--- config.mk ---
export PLATFORM = sky130hd
export DESIGN_NAME = irq_line_status
export DESIGN_NICKNAME = d
export VERILOG_FILES = /design/src/rtl/irq_line_status_pkg.sv /design/src/rtl/irq_src_map.sv /design/src/rtl/irq_nest_map.sv /design/src/rtl/irq_rd_port.sv /design/src/rtl/irq_line_status.sv
export SDC_FILE = /design/constraint.sdc
export NUM_CORES = 1
export LEC_CHECK = 0
export BUFFER_PORTS_ARGS = -buffer_cell sky130_fd_sc_hd__buf_2
export CAP_MARGIN = 15
export CORE_ASPECT_RATIO = 1.2
export CORE_MARGIN = 1.5
export CORE_UTILIZATION = 30
export DETAILED_ROUTE_END_ITERATION = 7
export GPL_TIMING_DRIVEN = 0
export PLACE_DENSITY = 0.72
export SLEW_MARGIN = 40
export SYNTH_ARGS = -nofsm -noshare
export SYNTH_HDL_FRONTEND = slang
export SYNTH_SLANG_ARGS = --single-unit
--- constraint.sdc ---
create_clock -name clk -period 3.85 [get_ports clk]
set_input_delay 0.1925 -clock clk [delete_from_list [all_inputs] [get_ports clk]]
set_output_delay 0.1925 -clock clk [all_outputs]
set_load 0.01 [all_outputs]
--- src/rtl/irq_line_status_pkg.sv ---
package irq_line_status_pkg;

    localparam int NUM_LINES = 32;
    localparam int DATA_W    = 32;
    localparam int LINE_AW   = $clog2(NUM_LINES);

    typedef logic [DATA_W-1:0]  line_word_t;
    typedef logic [LINE_AW-1:0] line_idx_t;

    typedef enum logic [1:0] {
        LK_DIRECT = 2'd0,
        LK_NESTED = 2'd1,
        LK_EMPTY  = 2'd2
    } line_kind_e;

    typedef struct packed {
        logic      fire;
        logic      wr;
        line_idx_t line;
    } acc_req_t;

    function automatic line_kind_e kind_of(int line, int ndirect, int npairs);
        if (line < ndirect)
            return LK_DIRECT;
        else if (line < ndirect + npairs)
            return LK_NESTED;
        return LK_EMPTY;
    endfunction

    // Source index feeding (line, bit) of a direct line, or -1 if none.
    function automatic int src_of(int line, int bit_pos, int nsrc, int ndirect);
        int s;
        if (kind_of(line, ndirect, 0) != LK_DIRECT)
            return -1;
        s = bit_pos * ndirect + line;
        if (s < nsrc)
            return s;
        return -1;
    endfunction

    // Child line feeding (line, bit) of a nested line, or -1 if none.
    function automatic int child_of(int line, int bit_pos, int ndirect, int npairs);
        if (kind_of(line, ndirect, npairs) != LK_NESTED || bit_pos > 1)
            return -1;
        return 2 * (line - ndirect) + bit_pos;
    endfunction

    function automatic int bits_per_direct(int nsrc, int ndirect);
        return (nsrc + ndirect - 1) / ndirect;
    endfunction

endpackage

--- src/rtl/irq_src_map.sv ---
module irq_src_map
    import irq_line_status_pkg::*;
#(
    parameter int NUM_SRC      = 40,
    parameter int DIRECT_LINES = 24
) (
    input  logic [NUM_SRC-1:0] src_req,
    output line_word_t         direct_word [DIRECT_LINES]
);

    for (genvar l = 0; l < DIRECT_LINES; l++) begin : g_line
        for (genvar b = 0; b < DATA_W; b++) begin : g_bit
            localparam int S = src_of(l, b, NUM_SRC, DIRECT_LINES);
            if (S >= 0) begin : g_src
                assign direct_word[l][b] = src_req[S];
            end else begin : g_none
                assign direct_word[l][b] = 1'b0;
            end
        end
    end

endmodule

--- src/rtl/irq_nest_map.sv ---
module irq_nest_map
    import irq_line_status_pkg::*;
#(
    parameter int DIRECT_LINES = 24,
    parameter int NEST_PAIRS   = 4
) (
    input  line_word_t direct_word [DIRECT_LINES],
    output line_word_t line_word   [NUM_LINES]
);

    for (genvar l = 0; l < NUM_LINES; l++) begin : g_line
        for (genvar b = 0; b < DATA_W; b++) begin : g_bit
            localparam int C = child_of(l, b, DIRECT_LINES, NEST_PAIRS);
            if (l < DIRECT_LINES) begin : g_direct
                assign line_word[l][b] = direct_word[l][b];
            end else if (C >= 0) begin : g_nested
                assign line_word[l][b] = |direct_word[C];
            end else begin : g_empty
                assign line_word[l][b] = 1'b0;
            end
        end
    end

endmodule

--- src/rtl/irq_rd_port.sv ---
module irq_rd_port
    import irq_line_status_pkg::*;
(
    input  logic       clk,
    input  logic       rst,
    input  acc_req_t   req,
    input  line_word_t line_word [NUM_LINES],
    output line_word_t rd_data
);

    logic rd_fire;
    assign rd_fire = req.fire && !req.wr;

    always_ff @(posedge clk) begin
        if (rst)
            rd_data <= '0;
        else if (rd_fire)
            rd_data <= line_word[req.line];
    end

    // Writes and idle cycles leave the read register alone.
    p_hold_on_write_r4: assert property (@(posedge clk) disable iff (rst)
        !rd_fire |=> $stable(rd_data));

endmodule

--- src/rtl/irq_line_status.sv ---
module irq_line_status
    import irq_line_status_pkg::*;
#(
    parameter int NUM_SRC      = 40,
    parameter int DIRECT_LINES = 24,
    parameter int NEST_PAIRS   = 4
) (
    input  logic                clk,
    input  logic                rst,
    input  logic [NUM_SRC-1:0]  src_req,
    input  logic                acc_en,
    input  logic                acc_wr,
    input  logic [LINE_AW-1:0]  acc_line,
    output logic [DATA_W-1:0]   rd_data,
    output logic [NUM_LINES-1:0] line_irq
);

    localparam int MAX_BITS   = bits_per_direct(NUM_SRC, DIRECT_LINES);
    localparam int FIRST_EMPT = DIRECT_LINES + NEST_PAIRS;

    line_word_t direct_word [DIRECT_LINES];
    line_word_t line_word   [NUM_LINES];
    acc_req_t   req;

    irq_src_map #(
        .NUM_SRC      (NUM_SRC),
        .DIRECT_LINES (DIRECT_LINES)
    ) u_src_map (
        .src_req     (src_req),
        .direct_word (direct_word)
    );

    irq_nest_map #(
        .DIRECT_LINES (DIRECT_LINES),
        .NEST_PAIRS   (NEST_PAIRS)
    ) u_nest_map (
        .direct_word (direct_word),
        .line_word   (line_word)
    );

    assign req = '{fire: acc_en, wr: acc_wr, line: acc_line};

    irq_rd_port u_rd_port (
        .clk       (clk),
        .rst       (rst),
        .req       (req),
        .line_word (line_word),
        .rd_data   (rd_data)
    );

    for (genvar l = 0; l < NUM_LINES; l++) begin : g_irq
        assign line_irq[l] = |line_word[l];
    end

    // A nonzero read word must match the request the line showed at read time.
    p_rd_vs_irq_r2: assert property (@(posedge clk) disable iff (rst)
        (acc_en && !acc_wr) |=> ((rd_data != '0) == $past(line_irq[acc_line])));

    // Empty lines read as zero.
    p_empty_line_r7: assert property (@(posedge clk) disable iff (rst)
        (acc_en && !acc_wr && int'(acc_line) >= FIRST_EMPT) |=> (rd_data == '0));

    // Direct lines have nothing above their mapped bits.
    p_unused_bits_r5: assert property (@(posedge clk) disable iff (rst)
        (acc_en && !acc_wr && int'(acc_line) < DIRECT_LINES) |=> ((rd_data >> MAX_BITS) == '0));

    // A nested line requests exactly when one of its two children does.
    for (genvar k = 0; k < NEST_PAIRS; k++) begin : g_nest_chk
        p_nest_follow_r6: assert property (@(posedge clk) disable iff (rst)
            line_irq[DIRECT_LINES+k] == (line_irq[2*k] | line_irq[2*k+1]));
    end

endmodule

# After elaboration in Yosys (flattened, before gate mapping)
# Index checks and enable logic that the tools add are counted.
dict set report op_classes {
  n_reduce_logical 22
  n_lt_le_gt_ge 1
  muxes 3
  n_bitwise 1
}
# cell count
set ops {}
lappend ops {{binary-select mux 32 bit (select 5 bit)} 1}
lappend ops {{two-way mux 32 bit} 2}
lappend ops {{OR reduction 2 bit} 16}
lappend ops {{OR reduction 4 bit} 4}
lappend ops {{>= comparator 6 bit (second input constant)} 1}
lappend ops {{NOT 5 -> 6 bit} 1}
lappend ops {{logical AND 1 bit} 1}
lappend ops {{logical NOT 1 bit} 1}
dict set report totals {
  wordCells 28
  regBits 32
  out_inout_bits 64
  input_bits 49
}

# Depth between registers and ports, before layout
# Gate-level depths: netlist of run 1.
dict set report depth {
  depth_word 4
  ltp_mapped 7
  ltp_nobuf 5
}

# Hierarchy
# Synthesis of run 1 repeated with hierarchy kept, for this count alone.
dict set report hier_totals {
  hier_cells 3395
  area_unflattened_um2 26211.4
}
# module instances area_per_inst_um2 cells_per_inst seq_area_each_um2
set modules_own_cells {}
lappend modules_own_cells {irq_rd_port 1 9808.2 1169 640.6}
lappend modules_own_cells {irq_nest_map 1 8231.6 1105 0.0}
lappend modules_own_cells {irq_src_map 1 5769.3 769 0.0}
lappend modules_own_cells {irq_line_status 1 2402.3 352 0.0}

# Least setup slack after synthesis of run 1
# OpenSTA, ideal clock, no wires.
dict set report synth_path {
  kind {in2reg}
  from {input acc_line[1]}
  to {register u_rd_port.rd_data[1]}
  setup_slack_ps 2412
  t_arrival_ps 1326
  cell_stages 6
  required_ps 3738
  path_buffers 1
  setup_ps 112
  path_cell_list {buf_6 or3b_1 a21oi_1 o41a_1 a21o_1 a2111oi_1}
}
dict set report synth_via {
  elab_chain_cells 4
}
# item line_no
set synth_lines {}
lappend synth_lines {{from (decl)} irq_line_status.sv:13} ;# input logic [LINE_AW-1:0] acc_line,
lappend synth_lines {{NOT 5 -> 6 bit (not written as such)} irq_rd_port.sv:18} ;# rd_data <= line_word[req.line];
lappend synth_lines {{binary-select mux 32 bit (select 5 bit)} irq_rd_port.sv:18}
lappend synth_lines {{two-way mux 32 bit (not written as such) (2 in series)} irq_rd_port.sv:18}
lappend synth_lines {{to (signal assigned)} irq_rd_port.sv:18}
lappend synth_lines {{to (decl)} irq_rd_port.sv:8} ;# output line_word_t rd_data
# No other way between the ends. The select of a mux whose other input is x is not followed.
# A chain may end at the register's enable or synchronous reset.

# Final worst setup path of run 1
dict set report layout_path {
  from {input acc_line[0]}
  to {register u_rd_port.rd_data[1]}
}
# The elaborated chain is that of the path after synthesis.

==> results of run 1 <==
final timing paths:
check	startpoint	end	slack, ns	cells past startpoint
hold / removal	rst	u_rd_port.rd_data[1]	0.15	2
setup reg to reg	u_rd_port.rd_data[1]	u_rd_port.rd_data[1]	3.02	2
hold reg to reg	u_rd_port.rd_data[1]	u_rd_port.rd_data[1]	0.51	2
setup / recovery	acc_line[0]	u_rd_port.rd_data[1]	2.51	6
metrics by stage:
step / util / hold WS (ns) / std cells / power (mW)
after floorplan: - / 0.269 / 160 / 0.130
after global placement: 0.497 / 0.374 / 271 / 0.179
after detailed placement: 0.497 / 0.376 / 271 / 0.180
after CTS: 0.504 / 0.141 / 274 / 0.229
after global routing: 0.504 / 0.138 / 274 / 0.245
final: 0.504 / 0.149 / 274 / 0.226
worst max-delay path: cells and delay by family:
family	cells	cell delay [ns]
buf+inv	1	0.11
compound gates	4	0.93
simple gates	1	0.20
synthesized netlist by cell type (all sizes together) (2+ instances only):
library cell	n
mux4	5
a31oi	2
inv	3
nor2b	4
buf	48
a41oi	2
nor2	7
o21ai	2
mux2i	6
a2111oi	3
or2	20
a211oi	2
a21oi	2
dfxtp	2
mux2	2
nor4b	2
nand2	2
final cells by class:
type                    count  area (um2)  area share
plain buffers              48         360       0.228
clock buffers               3        22.5      0.0142
inverters                   3        11.3     0.00711
multi-input cells         107         728       0.460
well taps                  36        45.0      0.0285
flip-flops and latches      2        40.0      0.0253
repair buffers             75         375       0.237
layer usage:
metal,up-vias,track usage
li1,599,-
met1,488,0.121
met2,56,0.271
met3,0,0.0311
met4,0,0.0268
met5,-,0
cells by family (layout without fill, tap and decap cells):
family          Yosys count  after routing  share of synthesized area
flops                     2              2                     0.0394
buf+inv                  51            129                      0.366
other cells               1             34                    0.00369
compound gates           19             19                      0.139
mux                      13             13                      0.211
simple gates             41             41                      0.241
power by group:
| group | total, mW | internal, mW | switching, mW |
|---|---|---|---|
| Combinational | 0.156 | 0.0865 | 0.0700 |
| Sequential | 0.0230 | 0.0224 | 0.000578 |
| Clock | 0.0463 | 0.0344 | 0.0119 |
==> results.txt, run 1 <==
Leaving out fill and tap cells, the most frequent cells in the layout are sky130_fd_sc_hd__buf_2, sky130_fd_sc_hd__buf_4, sky130_fd_sc_hd__conb_1, sky130_fd_sc_hd__or2_2, sky130_fd_sc_hd__nor2_1. The count of hold-fix buffers inserted at cts is 0. The endpoint arrival time on the critical path is approximately 1.4 ns. For this run, the register share of the synthesized area comes to 0.0394. The effective utilization at floorplan is 0.324.

In this run the top signal layer used is met3. The largest registers in the layout are u_rd_port.rd_data: 2 flops. VDD sags by at most ~0.00012 V. The root buffer cell chosen for the clock tree is sky130_fd_sc_hd__clkbuf_4. On the worst path, the slowest cell contributes a delay of 0.37 ns. The signal on the critical path passes through buf_6 > or2b_2 > o22ai_1 > o41a_1 > a21o_1 > a2111oi_1. Post-CTS timing repair inserted 0 buffers for setup.

The maximum buffer depth of the clock tree is 2. The post-synthesis cell count came out at about 130. The clock net in this run drives a total of 2 sinks. The final number of max-transition violations is 0. The wire length of the first global-routing pass is slightly below 4 mm. In the final layout, the share of cells above drive strength 1 is 0.626. The worst slack after detailed placement came out at 2.28 ns. The cell area that synthesis handed to floorplanning was around 1000 um2. By startpoint and endpoint, the worst setup path is classified as primary input to register. The pre-antenna-repair detailed-routing pass consisted of 4 iterations. The library cell used most frequently in the layout, excluding fill and tap cells, is sky130_fd_sc_hd__buf_2. Along the worst path, the maximum fanout reaches 6. Clock skew on the completed layout was measured at 0 ns.

The register bit total from synthesis is 2. The number of antenna diodes came out at 0. Port buffering added 75 buffers. The met2 wire length came out at 1.48 mm. The initial antenna violation count is 0. The share of the clock period used by the worst path after layout is 0.347. After filler insertion, the fill cell instance count of the layout stands at approximately 340. The most area-hungry cell type in the Yosys netlist is sky130_fd_sc_hd__buf_4.

After synthesis, the share of flip-flops with an asynchronous set or reset is 0. The final non-filler cell area came out at between 1500 and 2000 um2. The final routed wirelength across all metal layers is 2.66 mm. The routed via count divided by cell count came out at 4.17. Adding up every negative setup slack in the final design gives 0 ns. The final hold violation count came out at 0. Derived from the worst setup path, the maximum achievable clock frequency is 0.748 GHz. Dividing the detail-routed wire length by the instance count gives about 9.7 um. In the detailed route, the total length drawn on met3 is around 250 um. The H-tree depth reported by CTS is 1. In this run the worst hold path is classified as primary input to register. Setup repair after global routing left no endpoint under its margin.

Global routing finished with a remaining overflow of 0. At the worst endpoint, the required time is 3.95 ns. The via count of the first global-routing pass is 1001. The routed metal-1 wire length is 932 um.

The number of distinct library cells after synthesis is 33. The worst path in the final design needs a cycle of 1.34 ns, including I/O delays and setup. Across every metal layer, demand over resource in global routing totals 0.128. The layout net count came out at approximately 290. TritonCTS built the clock tree. The flow ran to the end, and the final reports show no timing, DRC or antenna violations. In this run, the number of DRC markers left after iteration 0 of detailed routing was 17. In this run the tightest slew margin relative to its limit is 0.660. The synthesized area divided by synthesized cell count came out at about 8.0 um2. The largest individual stage delay along the critical path comes from the cell sky130_fd_sc_hd__a2111oi_1. The static leakage is 0.897 nW. Ranked by flip-flop count, first place goes to u_rd_port.rd_data. The clock transition at the registers of the reported paths is 0.03 ns. The final number of setup-violating endpoints came out at 0. By area the synthesized netlist is led by sky130_fd_sc_hd__buf_4, sky130_fd_sc_hd__mux4_1, sky130_fd_sc_hd__or2_2. The post-layout worst setup margin came out at around 2.5 ns. The number of enable-type register cells in the synthesized netlist is 0.

From left edge to right edge, the die measures 56.1 um. For this run, the number of Yosys warnings is 0. The number of cells upsized or downsized after cts is 0. The instance area after placement came out at 1560 um2. The transition time at the pin with the least slew margin is 0.497 ns. The register with the most flip-flops in the layout has 2 of them. The power per cell area came out at 143 nW/um2. Across all layers, the routed design uses 1143 vias. The worst setup path is captured at a register.

The area of the die came out at approximately 3700 um2. 113 I/O pins were placed. The routability-driven placement congestion ratio is 0.824. The latest clock arrival within the worst-skew pair came out at 0.22 ns. The number of core rows came out at 22. The most used flip-flop cell after synthesis is sky130_fd_sc_hd__dfxtp_1. The layout overhead on the synthesized area came out at 55.8%. The count of nets left with antenna violations once routing finished came out at 0. The standard cell core area came out at approximately 3100 um2. The nature of the critical path startpoint is a primary input. After legalization and detailed placement, the total HPWL measured 2.44 mm. Clock tree synthesis inserted a total of 3 buffers. Entering global routing, the biggest net connects 11 pins. The tool flagged a number of max-cap violations equal to 0.

For this run, design rule violations remaining after detail routing come to 0. Of the post-synthesis cell area, the dominant cell type holds 0.318. The floorplan step set the die height to roughly 67 um.
(Power assumes the default switching activity.)
==> run 2: changes to the inputs <==
--- a/config.mk
+++ b/config.mk
@@ -12,7 +12,7 @@
 export CORE_UTILIZATION = 30
 export DETAILED_ROUTE_END_ITERATION = 7
 export GPL_TIMING_DRIVEN = 0
-export PLACE_DENSITY = 0.72
+export PLACE_DENSITY = 0.75
 export SLEW_MARGIN = 40
 export SYNTH_ARGS = -nofsm -noshare
 export SYNTH_HDL_FRONTEND = slang
==> constraint.sdc (replaced) <==
create_clock -name clk -period 1.17 [get_ports clk]
set_input_delay 0.0585 -clock clk [delete_from_list [all_inputs] [get_ports clk]]
set_output_delay 0.0585 -clock clk [all_outputs]
set_load 0.01 [all_outputs]
==> results.txt, run 2 (synthesis gave the netlist of run 1 again) <==
The run finished with clean final reports. The latest clock arrival within the worst-skew pair is between 0.2 and 0.25 ns. The worst setup path is captured at a register.

The count of cells along the worst hold path came out at 2. The first routing iteration left 24 violations. The worst register-to-register path begins at u_rd_port.rd_data[1]. The number of placed instances, taps included came out at approximately 270. The total of max-cap violations is 0. The library cell used most frequently in the layout, excluding fill and tap cells, is sky130_fd_sc_hd__buf_2. The effective utilization at floorplan came out at 0.324. Together, buffers and inverters on the worst path number 1.

The cell sitting at the root of the clock tree is a sky130_fd_sc_hd__clkbuf_4. In the layout the commonest cells are sky130_fd_sc_hd__buf_2, sky130_fd_sc_hd__buf_4, sky130_fd_sc_hd__conb_1, sky130_fd_sc_hd__or2_2. The final-layout fill cell count came out at roughly 330.

The static leakage came out at 0.911 nW. Grouping stages by cell kind, the critical path spends the most delay in multiplexers. For flop-to-flop paths, the worst setup slack is 0.40 ns. The overall overflow remaining after global route is 0. The worst hold path class is primary input to register. The overall track demand over capacity in global routing came out at 0.130.

The post-route DRC violation count is 0. The number of buffers created by CTS came out at 3. Adding up every negative setup slack in the final design gives 0 ns.

Counting flops per register, the top entry is u_rd_port.rd_data. The largest vdd supply drop came out at 0.000465 V. The detailed-placement wirelength estimate is 2.37 mm. The area of the die is ~3700 um2.

The post-layout worst setup margin came out at a little under 0.07 ns. Of the available clock period, the critical path in the final layout requires 0.941. The floorplan step set the die width to between 50 and 60 um. Leaving out filler cells and counting taps, the final layout contains 277. The startpoint of the tightest hold check path is rst. The number of clock sinks seen by CTS is 2.

The final hold violation count came out at 0. Along the worst path, the maximum fanout reaches 6. The wire length of the first global-routing pass came out at 4.00 mm. The highest clock frequency the design can meet came out at a little over 0.9 GHz. The final non-filler cell area came out at 1640 um2.

Setup repair after global routing could not meet its margin everywhere. After floorplanning, the core was divided into 22 placement rows. The clock transition at the registers of the reported paths came out at about 0.03 ns. TritonCTS built the clock tree. The shortest clock period the worst path allows after layout is ~1.1 ns. The number of detailed-routing iterations run before antenna repair came out at 4.

The routed via count divided by cell count came out at approximately 4.2. The capture instance of the worst register-to-register path is u_rd_port.rd_data[1]. The final routed wirelength across all metal layers is 2.71 mm. The layout net count is 292. The initial antenna violation count came out at 0. The endpoint arrival time on the critical path is between 1 and 1.5 ns. The floorplan die height came out at 66.8 um. The total I/O pin count is about 110. STA puts the critical path data required time at around 1.3 ns. The largest net degree at the start of global routing came out at 11.

The via count is around 1200. The largest registers in the layout are u_rd_port.rd_data: 2 flops. Clock skew on the completed layout was measured at 0 ns. The critical path goes through buf_6 > mux4_2 > nor2_1 > nor2_1 > nor4b_2 > a2111oi_2. The count of hold-fix buffers inserted at cts is 0.

The final number of setup-violating endpoints is 0. The critical path start-end classification is primary input to register. The register with the most flip-flops in the layout has 2 of them.

The critical path's largest stage delay is 0.49 ns. The number of cells on the worst reg-to-reg path is 2. The path with the worst hold slack has its endpoint at u_rd_port.rd_data[1]. The tightest hold margin came out at ~0.0097 ns.

The remaining antenna violation count after routing is 0. The share of post-route cells with drive strength above 1 came out at 0.664. The layout overhead on the synthesized area is 61.3%. The instance area after placement came out at between 1500 and 2000 um2. For this design, the slowest cell found on the critical path is sky130_fd_sc_hd__mux4_2. The final number of max-transition violations is 0.

In this design, the critical path's most frequently occurring cell is sky130_fd_sc_hd__nor2_1. Dividing the detail-routed wire length by the instance count gives 9.77 um. The routability-driven placement congestion ratio is ~0.8.

0 antenna diodes ended up in the layout. The worst setup path is launched from a primary input. The via count of the first global-routing pass was ~990. Power spread over the standard cell area amounts to 477 nW/um2. The H-tree depth reported by CTS came out at 1.

The standard cell core area came out at 3140 um2. Prior to clock tree synthesis, the placed netlist has a worst setup slack of -0.198 ns. The number of buffers added on ports is between 70 and 80. The maximum buffer depth of the clock tree is 2.
==> run 2: cell types whose count changed in the layout (fill, tap and decap cells not counted), sizes merged <==
cell and change:
buf +1, clkbuf +2
==> run 2: cell type report <==
class,count,area [um2],area share
Tap cell,36,45.0,0.0275
Clock buffer,3,22.5,0.0137
Sequential cell,2,40.0,0.0244
Multi-Input combinational cell,107,747,0.456
Timing Repair Buffer,78,398,0.243
Inverter,3,11.3,0.00687
Buffer,48,375,0.229
==> run 2: repair_timing <==
item,4_1_cts,5_1_grt
buffers inserted,0,3
gates resized for setup,0,12
endpoints found under the setup margin,0,2
==> run 2: report_power, final <==
group | internal [mW] | switching (mW) | total (mW)
clock | 0.113 | 0.0438 | 0.157
sequential | 0.0737 | 0.00176 | 0.0754
combinational | 0.305 | 0.244 | 0.549
==> run 2: how the worst max path moves through the flow <==
| stage | start | endpoint | slack (ns) | cells past startpoint |
|---|---|---|---|---|
| detailed placement | acc_line[0] | u_rd_port.rd_data[1] | -0.20 | 6 |
| floorplan | acc_line[1] | u_rd_port.rd_data[1] | -0.09 | 6 |
| global route | acc_line[0] | u_rd_port.rd_data[1] | -0.03 | 6 |
| global placement | acc_line[0] | u_rd_port.rd_data[1] | -0.20 | 6 |
| finish | acc_line[0] | u_rd_port.rd_data[1] | 0.07 | 6 |
| CTS | acc_line[0] | u_rd_port.rd_data[1] | 0.04 | 6 |
==> run 2: worst register-to-register path: stages, from the launching register on <==
cell,delay (ns)
sky130_fd_sc_hd__dfxtp_1,0.31
sky130_fd_sc_hd__nor2_1,0.05
sky130_fd_sc_hd__a2111oi_2,0.31
==> run 2: per-stage QoR <==
| step | utilization | power [mW] |
|---|---|---|
| 2_1_floorplan | - | 0.436 |
| 3_3_place_gp | 0.503 | 0.596 |
| 3_5_place_dp | 0.503 | 0.599 |
| 4_1_cts | 0.510 | 0.760 |
| 5_1_grt | 0.522 | 0.842 |
| 6_report | 0.522 | 0.781 |
==> run 2: per-layer routing <==
layer	up-vias	wire length, um	GRT usage
li1	604	-	-
met1	497	1050	0.150
met2	60	1400	0.249
met3	2	245	0.0194
met4	0	12	0.0357
met5	-	0	0
==> run 3: changes to the inputs <==
--- a/config.mk
+++ b/config.mk
@@ -7,13 +7,12 @@
 export LEC_CHECK = 0
 export BUFFER_PORTS_ARGS = -buffer_cell sky130_fd_sc_hd__buf_2
 export CAP_MARGIN = 15
-export CORE_ASPECT_RATIO = 1.2
+export CORE_ASPECT_RATIO = 0.5
 export CORE_MARGIN = 1.5
 export CORE_UTILIZATION = 30
 export DETAILED_ROUTE_END_ITERATION = 7
 export GPL_TIMING_DRIVEN = 0
 export PLACE_DENSITY = 0.75
-export SLEW_MARGIN = 40
 export SYNTH_ARGS = -nofsm -noshare
 export SYNTH_HDL_FRONTEND = slang
 export SYNTH_SLANG_ARGS = --single-unit
==> results.txt, run 3 (synthesis gave the netlist of run 1 again) <==
The area of the die came out at 3770 um2. The most frequent standard cell in the layout excluding fill and tap cells is sky130_fd_sc_hd__buf_2. Leaving out fill and tap cells, the most frequent cells in the layout are sky130_fd_sc_hd__buf_2, sky130_fd_sc_hd__buf_4, sky130_fd_sc_hd__conb_1, sky130_fd_sc_hd__or2_2, sky130_fd_sc_hd__mux2i_1. The DRC violation total after the first TritonRoute iteration is 34. The initial antenna violation count is 0. The final number of max-transition violations is 0. The final routed wirelength across all metal layers is slightly below 3 mm. The end point of the worst hold path is u_rd_port.rd_data[1]. The power per cell area came out at ~540 nW/um2. Max-cap violations in this run came to 0. The number of buffers created by CTS is 3.

The tightest hold path in the finished design has a slack of 0.0491 ns. The number of flip-flops under the largest register name came out at 2. The clock transition at the registers of the reported paths came out at 0.03 ns.

The per-cell routed wire length came out at ~11 um. The number of buffers added on ports is 75. The layout overhead on the synthesized area is 65.0%. In the global route stage, overall resource usage came out at 0.139. The largest net degree at the start of global routing is 11.

The number of detailed-routing iterations run before antenna repair came out at 6. The startpoint of the tightest hold check path is rst. The transition time at the pin with the least slew margin is 0.485 ns. The detailed-placement wirelength estimate is 2.53 mm. After floorplanning, the core was divided into 14 placement rows. For this configuration, the core starts out at a cell density of 0.326.

The maximum fanout along the worst path is 6. The overall overflow remaining after global route is 0. The clock tree from TritonCTS is done. The post-route DRC violation count is 4. The flow ran to the end, but the final reports show violations.

In this run the remaining antenna-violating nets after routing total 0. The final-layout fill cell count is 295. The worst setup path is captured at a register. Along the worst hold path, the cell count comes to 2.

Post-CTS timing repair inserted 0 buffers for setup. The worst hold path belongs to the class primary input to register. The startpoint identified for the worst register-to-register timing path is u_rd_port.rd_data[1]. Across the routed clock network, the largest skew measured is 0 ns.

The maximum buffer depth of the clock tree is 2. CTS built an H-tree with a depth of 1. After layout, the worst setup slack is 0.00422 ns.

The total power is 911 uW. The first global-routing pass estimated 4.28 mm of wire. The routed via count divided by cell count is 4.24. The root buffer cell chosen for the clock tree is sky130_fd_sc_hd__clkbuf_8.

After layout, the minimum clock period comes to 1.17 ns. In the finished design, the share of the clock period the worst path needs comes to 0.996. The nature of the critical path startpoint is a primary input. The critical path's top delay family is compound AO/OA/AOI/OAI gates. Setup slack on the worst reg-to-reg path comes out at between 0.3 and 0.4 ns. The capture instance of the worst register-to-register path is u_rd_port.rd_data[1]. The core region is 3120 um2. The worst slack after detailed placement is -0.248 ns. The highest clock frequency the design can meet is 0.858 GHz. The core occupancy in the finished layout came out at 0.538.

The static leakage is 0.912 nW. The via count is approximately 1200. The final non-filler cell area came out at about 1700 um2. The largest individual stage delay along the critical path comes from the cell sky130_fd_sc_hd__o41a_1. The critical path's largest stage delay is 0.31 ns.

The largest registers in the layout are u_rd_port.rd_data: 2 flops. The final total negative setup slack is 0 ns. Headroom to the max-slew limit came out at 0.668. The instance area after placement came out at between 1500 and 2000 um2. The checks that failed: design-rule violations. The number of placed instances, taps included came out at between 200 and 300.

The total I/O pin count came out at approximately 110. The number of antenna diodes in the final layout is 0. The via count of the first global-routing pass came out at 1018.

Of the cells placed in the final design, the portion with a size suffix greater than 1 is 0.681. The die outline width came out at 85.3 um. The largest vdd supply drop is between 0.0002 and 0.00025 V. The required time of the worst setup path came out at 1.27 ns.

The number of non-filler instances in the completed layout is around 280. The critical path start-end classification is primary input to register. The endpoint arrival time on the critical path came out at approximately 1.3 ns. The layout net count is just under 300.

The number of stages on the worst setup path is 6. The routability-driven placement congestion ratio came out at 0.853. Counting flops per register, the top entry is u_rd_port.rd_data. The final hold violation count came out at 0.

The die is approximately 44 um tall. The number of clock sinks seen by CTS came out at 2. The number of buffer and inverter stages on the critical path came out at 1. Walking the worst path, the cells encountered are buf_6 > or2b_4 > o22ai_2 > o41a_1 > a21o_1 > a2111oi_2.

The final number of setup-violating endpoints came out at 0. The number of cells on the worst reg-to-reg path is 2. The latest clock arrival within the worst-skew pair came out at ~0.21 ns.
==> run 3: area by class of cell <==
| cell class | instances | area, um2 | share of cell area |
|---|---|---|---|
| Timing Repair Buffer | 75 | 375 | 0.224 |
| Buffer | 48 | 383 | 0.228 |
| Tap cell | 40 | 50.0 | 0.0299 |
| Clock buffer | 3 | 41.3 | 0.0246 |
| Sequential cell | 2 | 40.0 | 0.0239 |
| Multi-Input combinational cell | 107 | 776 | 0.463 |
| Inverter | 3 | 11.3 | 0.00672 |
==> run 3: where the power goes <==
part	switching (mW)	internal (mW)
clock network	0.0511	0.217
logic	0.258	0.308
registers	0.00210	0.0738
total	0.312	0.600
==> run 3: layer usage <==
metal  up-vias  wire length [um]  global-route usage
met5         -                 0                   0
met3         0               188              0.0149
met4         0                 0              0.0290
met2        56              1530               0.267
met1       528              1230               0.174
li1        596                 -                   -
==> run 3: repair_timing <==
action / CTS / global route
setup endpoints to repair: 1 / 2
gates resized for setup: 2 / 21
hold buffers: 0 / 0
endpoints found under the hold margin: 0 / 0
gates cloned: 0 / 0
pin swaps: 0 / 5
==> run 3: worst max path at each step <==
stage,start,endpoint,slack (ns)
6_report,acc_line[0],u_rd_port.rd_data[1],0.004
5_1_grt,acc_line[0],u_rd_port.rd_data[1],-0.03
4_1_cts,acc_line[2],u_rd_port.rd_data[0],0.005
3_5_place_dp,acc_line[1],u_rd_port.rd_data[1],-0.25
3_3_place_gp,acc_line[1],u_rd_port.rd_data[1],-0.22
2_1_floorplan,acc_line[1],u_rd_port.rd_data[1],-0.09
